### config.mk
export PLATFORM = sky130hd
export DESIGN_NAME = synth_loader
export DESIGN_NICKNAME = d
export VERILOG_FILES = /design/src/rtl/synth_loader_pkg.sv /design/src/rtl/pin_sync.sv /design/src/rtl/ser_shift.sv /design/src/rtl/reg_bank.sv /design/src/rtl/synth_loader.sv
export SDC_FILE = /design/constraint.sdc
export NUM_CORES = 1
export LEC_CHECK = 0
export BUFFER_PORTS_ARGS = -buffer_cell sky130_fd_sc_hd__buf_2
export CAP_MARGIN = 40
export CORE_MARGIN = 3
export CORE_UTILIZATION = 55
export DETAILED_ROUTE_END_ITERATION = 7
export GPL_ROUTABILITY_DRIVEN = 0
export PLACE_DENSITY_LB_ADDON = 0.1
export SLEW_MARGIN = 10
export SYNTH_ARGS = -nofsm -noshare
export SYNTH_HDL_FRONTEND = slang
export SYNTH_SLANG_ARGS = --single-unit
### constraint.sdc
create_clock -name clk -period 4 [get_ports clk]
set_input_delay 0.4 -clock clk [delete_from_list [all_inputs] [get_ports clk]]
set_output_delay 0.4 -clock clk [all_outputs]
set_load 0.03 [all_outputs]
### src/rtl/synth_loader_pkg.sv
package synth_loader_pkg;
  localparam int unsigned WORD_BITS = 22;
  localparam int unsigned DEST_BITS = 2;

  typedef enum logic [DEST_BITS-1:0] {
    DEST_RF_REF = 2'd0,
    DEST_RF_N   = 2'd1,
    DEST_IF_REF = 2'd2,
    DEST_IF_N   = 2'd3
  } dest_e;
endpackage

### src/rtl/pin_sync.sv
module pin_sync #(
  parameter int unsigned N      = 3,
  parameter int unsigned STAGES = 2
) (
  input  logic         clk,
  input  logic         rst,
  input  logic [N-1:0] pin,
  output logic [N-1:0] lvl,
  output logic [N-1:0] rise
);
  logic [N-1:0] chain [STAGES+1];

  always_ff @(posedge clk) begin
    if (rst) begin
      for (int s = 0; s <= STAGES; s++) chain[s] <= '0;
    end else begin
      chain[0] <= pin;
      for (int s = 1; s <= STAGES; s++) chain[s] <= chain[s-1];
    end
  end

  assign lvl  = chain[STAGES-1];
  assign rise = chain[STAGES-1] & ~chain[STAGES];
endmodule

### src/rtl/ser_shift.sv
module ser_shift #(
  parameter int unsigned W = 22
) (
  input  logic         clk,
  input  logic         rst,
  input  logic         step,
  input  logic         hold,
  input  logic         din,
  output logic [W-1:0] word
);
  always_ff @(posedge clk) begin
    if (rst)               word <= '0;
    else if (step && !hold) word <= {word[W-2:0], din};
  end

  assert_hold_no_shift_R8: assert property (@(posedge clk) disable iff (rst)
    hold |=> $stable(word));
  assert_newest_in_lsb_R2: assert property (@(posedge clk) disable iff (rst)
    (step && !hold) |=> (word[0] == $past(din)));
  assert_oldest_pushed_out_R6: assert property (@(posedge clk) disable iff (rst)
    (step && !hold) |=> (word[W-1:1] == $past(word[W-2:0])));
endmodule

### src/rtl/reg_bank.sv
module reg_bank #(
  parameter int unsigned AW = 2,
  parameter int unsigned PW = 20,
  localparam int unsigned NREG = 1 << AW
) (
  input  logic                   clk,
  input  logic                   rst,
  input  logic                   commit,
  input  logic [PW+AW-1:0]       word,
  output logic [NREG-1:0][PW-1:0] q,
  output logic [NREG-1:0]        valid
);
  logic [AW-1:0] dest;
  logic [PW-1:0] payload;

  assign dest    = word[AW-1:0];
  assign payload = word[PW+AW-1:AW];

  for (genvar k = 0; k < NREG; k++) begin : g_reg
    always_ff @(posedge clk) begin
      if (rst) begin
        q[k]     <= '0;
        valid[k] <= 1'b0;
      end else if (commit && (dest == AW'(k))) begin
        q[k]     <= payload;
        valid[k] <= 1'b1;
      end
    end

    assert_addressed_written_R3: assert property (@(posedge clk) disable iff (rst)
      (commit && dest == AW'(k)) |=> (q[k] == $past(payload)));
    assert_others_hold_R4: assert property (@(posedge clk) disable iff (rst)
      (commit && dest != AW'(k)) |=> $stable(q[k]));
    assert_flag_sticky_R7: assert property (@(posedge clk) disable iff (rst)
      valid[k] |=> valid[k]);
  end

  assert_no_commit_no_change_R5: assert property (@(posedge clk) disable iff (rst)
    !commit |=> ($stable(q) && $stable(valid)));
endmodule

### src/rtl/synth_loader.sv
module synth_loader
  import synth_loader_pkg::*;
#(
  parameter int unsigned SYNC_STAGES = 2,
  localparam int unsigned PAY_BITS = WORD_BITS - DEST_BITS,
  localparam int unsigned NREG     = 1 << DEST_BITS
) (
  input  logic                clk,
  input  logic                rst,
  input  logic                ser_clk,
  input  logic                ser_dat,
  input  logic                ser_le,
  output logic [PAY_BITS-1:0] rf_ref_div,
  output logic [PAY_BITS-1:0] rf_n_div,
  output logic [PAY_BITS-1:0] if_ref_div,
  output logic [PAY_BITS-1:0] if_n_div,
  output logic [NREG-1:0]     loaded
);
  logic [2:0] pin_lvl, pin_rise;
  logic [WORD_BITS-1:0] sr_word;
  logic [NREG-1:0][PAY_BITS-1:0] bank_q;
  logic unused_sync;

  pin_sync #(.N(3), .STAGES(SYNC_STAGES)) sync_i (
    .clk (clk),
    .rst (rst),
    .pin ({ser_le, ser_dat, ser_clk}),
    .lvl (pin_lvl),
    .rise(pin_rise)
  );

  assign unused_sync = ^{pin_lvl[0], pin_rise[1]};

  ser_shift #(.W(WORD_BITS)) shift_i (
    .clk (clk),
    .rst (rst),
    .step(pin_rise[0]),
    .hold(pin_lvl[2]),
    .din (pin_lvl[1]),
    .word(sr_word)
  );

  reg_bank #(.AW(DEST_BITS), .PW(PAY_BITS)) bank_i (
    .clk   (clk),
    .rst   (rst),
    .commit(pin_rise[2]),
    .word  (sr_word),
    .q     (bank_q),
    .valid (loaded)
  );

  assign rf_ref_div = bank_q[DEST_RF_REF];
  assign rf_n_div   = bank_q[DEST_RF_N];
  assign if_ref_div = bank_q[DEST_IF_REF];
  assign if_n_div   = bank_q[DEST_IF_N];

  assert_reset_clear_R1: assert property (@(posedge clk)
    $past(rst) |-> (loaded == '0 && sr_word == '0));
endmodule

==> results of run 1 <==
[metal layers]
layer,up-vias,track usage,wire length (um)
li1,1403,-,-
met5,-,0,0
met1,1338,0.260,4000
met4,0,0.0722,82
met2,60,0.319,3970
met3,9,0.0609,324
[logic make-up after synthesis]
logic type      Yosys count  synth area share
compound gates            4           0.00473
buf+inv                  30            0.0343
flops                   114             0.539
mux                     102             0.241
simple gates            118             0.181
[synthesized netlist by cell type]
library cell and count:
buf_6 2, nor4bb_1 2, buf_4 2, buf_2 8, or4b_1 1, clkbuf_1 14, nor3b_2 1, inv_1 4
nor2b_1 8, nand4b_1 1, dfxtp_1 114, nand2b_1 103, mux2i_1 102, nand4bb_1 2, a21oi_1 4
[registers in the layout, summed over array words and instances (netlist names)]
register / count
bank_i.q: 80
shift_i.word: 22
bank_i.valid: 4
sync_i.chain: 8
[power by group]
group          internal (mW)  leakage [nW]  switching, mW  total [mW]
clock network          0.890         0.274          0.489        1.38
logic                 0.0284          1.36         0.0256      0.0540
registers               1.14         0.919        0.00266        1.14
total                   2.06          2.55          0.517        2.58
[final timing paths]
kind / end / depth (start not counted) / from / slack (ns)
hold reg to reg: bank_i.valid[1] / 2 / bank_i.valid[1] / 0.45
setup / recovery: bank_i.q[0] / 3 / sync_i.chain[0][5] / 2.24
hold / removal: sync_i.chain[0][0] / 2 / ser_clk / 0.11
setup reg to reg: bank_i.q[0] / 3 / sync_i.chain[0][5] / 2.24
[cell type report]
type | instances | area, um^2
clock buffer | 20 | 435
clock inverter | 12 | 115
fill | 570 | 2070
inverter | 4 | 15.0
multi-input combinational | 224 | 1830
sequential | 114 | 2280
tap | 99 | 124
timing repair buffer | 96 | 500
==> results_dict.tcl, run 1 <==
set metrics [dict create \
    cts_buffers 17 \
    crit_path_start_kind "register" \
    crit_chain "or4b_1 > buf_4 > mux2i_1" \
    p_leak_nw 2.55 \
    num_rows 31 \
    worstPathRequired_ns 4.37 \
    cap_violations 0 \
    max_slew_margin 0.501 \
    drt_pass1_iterations 4 \
    setup_viol 0 \
    synth_fp_nets 373 \
    grt_pass1_vias 2729 \
    crit_buf_inv 1 \
    max_freq_mhz 569 \
    status "finished clean" \
    clock_skew_ns 0.00879 \
    preCtsSetupSlack_ns 2.04 \
    area_growth_pct 25.2 \
    cts_tree "built" \
    p_total_mw 2.58 \
    syn-cell-area_mm2 0.00424 \
    die_h_um 93.8 \
    vdd_drop_max_v 0.000354 \
    synthTopCellsByArea "dfxtp_1, mux2i_1, nand2b_1" \
    maxSlewViolCount 0 \
    drive_gt1_frac 0.272 \
    critical-path-slowest-cell "or4b_1" \
    cp_top_family "simple AND/OR/NAND/NOR gates" \
    cp.arrival_ns 2.13 \
    grt_overflow 0 \
    final_cell_mix "dfxtp_1, nand2b_1, mux2i_1" \
    core_area_mm2 0.00737 \
    design_area_mm2 0.00530 \
    die_w_um 93.8 \
    port-buffer-count 88 \
    clk_latency_ns 0.50 \
    critPathCaptureType "register" \
    cts-resized-gates 0 \
    post-place-cells 537 \
    final_common_cell "dfxtp_1" \
    dr_total_vias 2810 \
    final_antenna_net_count 0 \
    power_density_mw_per_mm2 486 \
    viasPerCell 4.94 \
    n_antenna_cell 0 \
    clock-sinks 114 \
    dp_hpwl_mm 5.54 \
    antenna_found_initial 0 \
    crit_fanout 16 \
    whs_ns 0.111 \
    clock-root-buffer "clkbuf_8" \
    routedWlPerCell_um 14.7 \
    fin_cells 569 \
    hold_buffers 0 \
    initial_core_util 0.575 \
    synth_top_area_share 0.539 \
    slowest_delay_ns 0.67 \
    yosysWarnings 0 \
    synth-seq-cells 114 \
    fin_nets 462 \
    fin_tns_setup_ns 0 \
    die_area_mm2 0.00879 \
    syn_area_per_cell_um2 11.5 \
    yosysUniqueCellTypes 15 \
    hold_viol_final 0 \
    boundaryPins 89 \
    ys_seq_area_frac 0.539 \
    grt_usage 0.201 \
    routed_wirelength_mm 8.37 \
    final_core_util 0.720 \
    holdCritPathClass "input pin to register" \
    fin_crit_sh 0.439 \
    grt_max_degree 57 \
    fin_crit_ns 1.76 \
    synth_top_cell_by_area "dfxtp_1" \
    ctsHtreeMaxLevel 4 \
    rsz0062_at_grt "no" \
    cts_setup_buffers 0 \
    netlist_instances 368 \
    clockBufferDepth 2 \
    postPlaceCellArea_mm2 0.00475 \
    path_class "register to register" \
    path_clk_slew_ns 0.05 \
    drtIter0Drc 56 \
    worst_pin_slew_ns 0.748 \
    drc 0 \
    grt_pass1_wl_mm 13.6 \
    fin_ws_ns 2.24 \
]
No activity file was read; power rests on OpenSTA's default activity.
==> run 2, diff against run 1 <==
ABC_AREA = 1   (was default)
CORE_UTILIZATION = 49   (was 55)
clock period = 1.4 ns   (was 4 ns; I/O delays follow)
==> results_dict.tcl, run 2 <==
set metrics [dict create \
    status "finished clean" \
    crit_buf_inv 1 \
    routedWlPerCell_um 14.1 \
    synth_top_area_share 0.518 \
    drc 0 \
    worstReg2RegStart "shift_i.word[1]" \
    path_class "register to output pin" \
    syn-cell-area_mm2 0.00440 \
    holdCritPathClass "input pin to register" \
    postPlaceCellArea_mm2 0.00495 \
    syn_area_per_cell_um2 7.03 \
    drive_gt1_frac 0.186 \
    seqCellArea_mm2 0.00228 \
    rsz0062_at_grt "no" \
    dp_hpwl_mm 7.57 \
    netlist_instances 626 \
    power_density_mw_per_mm2 1490 \
    cp.arrival_ns 1.10 \
    path_clk_slew_ns 0.05 \
    drt_pass1_iterations 5 \
    p_leak_nw 2.76 \
    min_to "shift_i.word[6]" \
    viasPerCell 5.03 \
    critPathCaptureType "output pin" \
    die_w_um 101 \
    ys_top_cells_by_count "nor2_1, nand2_1, dfxtp_1" \
    design_area_mm2 0.00559 \
    largest_reg_flops 80 \
    slowest_delay_ns 0.36 \
    setup_viol 0 \
    routed_wirelength_mm 11.6 \
    final_cell_mix "nor2_1, nand2_1, dfxtp_1" \
    r2r_cells 6 \
    holdCritStartpoint "rst" \
    cp_top_family "flip-flops" \
    n_antenna_cell 0 \
    fill_cells 743 \
    fin_tns_setup_ns 0 \
    core_area_mm2 0.00846 \
    ctsHtreeMaxLevel 4 \
    cts_buffers 17 \
    grt_pass1_wl_mm 18.3 \
    synth-seq-cells 114 \
    hold_viol_final 0 \
    final_antenna_net_count 0 \
    grt_usage 0.238 \
    drtIter0Drc 208 \
    grt_overflow 0 \
    synth_top_cell_by_area "dfxtp_1" \
    crit_path_start_kind "register" \
    crit_fanout 2 \
    grt_max_degree 57 \
    initial_core_util 0.520 \
    synthTopCellsByArea "dfxtp_1, nor2_1, nand2_1" \
    cap_violations 0 \
    die_h_um 101 \
    clock-root-buffer "clkbuf_8" \
    top_register "bank_i.q" \
    fin_nets 711 \
    worstPathRequired_ns 1.26 \
    die_area_mm2 0.0102 \
    area_growth_pct 26.9 \
    antenna_found_initial 0 \
    r2r_slack_ns 0.21 \
    maxSlewViolCount 0 \
    worstHoldPathCells 4 \
    yosysUniqueCellTypes 11 \
    fin_crit_ns 1.24 \
    clk_latency_ns 0.51 \
    multi_input_area_mm2 0.00178 \
    port-buffer-count 88 \
    num_rows 33 \
    crit_chain "buf_2" \
    clock_skew_ns 0.00820 \
    dr_total_vias 4146 \
    cts_tree "built" \
    critical-path-slowest-cell "dfxtp_1" \
    top_regs "bank_i.q: 80 flops, shift_i.word: 22 flops, sync_i.chain: 8 flops" \
    fin_crit_sh 0.884 \
    yosysWarnings 0 \
    whs_ns 0.0294 \
    max_slew_margin 0.763 \
    vdd_drop_max_v 0.000759 \
    boundaryPins 89 \
    final_common_cell "nor2_1" \
    max_freq_mhz 808 \
    grt_pass1_vias 3769 \
    clock-sinks 114 \
    synth_edf_count 0 \
    synth_fp_nets 631 \
    r2r_end "bank_i.q[42]" \
    ys_seq_area_frac 0.518 \
    yosysMostFrequentCell "nor2_1" \
    clockBufferDepth 2 \
    async_flop_share 0 \
    ys.flop_type "dfxtp_1" \
    worst_pin_slew_ns 0.355 \
]
-- run 2: layout make-up --
class	instances	share of cell area
flip-flops and latches	114	0.409
multi-input cells	436	0.318
repair buffers	104	0.120
clock buffers	23	0.0853
well taps	105	0.0235
clock inverters	9	0.0228
inverters	33	0.0222
-- run 2: through the flow --
step                total power, mW  worst slack [ns]  utilization  std cells
finish                         8.31             0.162        0.660        824
global placement               4.04             0.208        0.585        789
global route                   8.60            0.0400        0.660        824
floorplan                      3.88             0.331            -        626
CTS                            8.36             0.157        0.660        824
detailed placement             4.05             0.213        0.585        789
-- run 2: timing repair --
| item | in CTS | in global routing |
|---|---|---|
| endpoints found under the hold margin | 3 | 0 |
| gates resized for setup | 0 | 0 |
| setup endpoints to repair | 0 | 0 |
| setup buffers | 0 | 0 |
| hold buffers | 3 | 0 |
-- run 2: per-layer routing --
layer,vias up,track usage,share of wire
met5,-,0,0
met4,0,0.0850,0.015
met3,18,0.0616,0.065
met2,143,0.403,0.49
met1,1891,0.292,0.43
li1,2094,-,-
-- run 2: where the power goes --
part | internal (mW) | total, mW | switching, mW
combinational | 0.184 | 0.620 | 0.436
clock | 2.89 | 4.31 | 1.42
sequential | 3.33 | 3.38 | 0.0450
-- run 2: worst reg2reg max path, stage by stage, from the launching register on --
cell and delay, ns:
dfxtp_1 0.42, inv_1 0.10, nor2_1 0.09, buf_4 0.23, nand3_1 0.10, nand2_1 0.10, nor2_1 0.04
-- run 2: worst max-delay path by stage --
stage / start / end / slack, ns / depth (start not counted)
4_1_cts: bank_i.q[57] / if_ref_div[17] / 0.16 / 1
2_1_floorplan: sync_i.chain[0][5] / bank_i.q[19] / 0.33 / 7
6_report: bank_i.q[57] / if_ref_div[17] / 0.16 / 1
3_3_place_gp: shift_i.word[1] / bank_i.q[42] / 0.21 / 6
5_1_grt: shift_i.word[1] / bank_i.q[42] / 0.04 / 6
3_5_place_dp: shift_i.word[1] / bank_i.q[42] / 0.21 / 6
-- run 2: kinds of logic (layout without fill, tap and decap cells) --
kind of cell,Yosys count,in the layout,synth area share
DFF,114,114,0.518
buffers and inverters,76,169,0.0804
and+or+nand+nor,415,415,0.377
AOI/OAI and AO/OA,21,21,0.0239
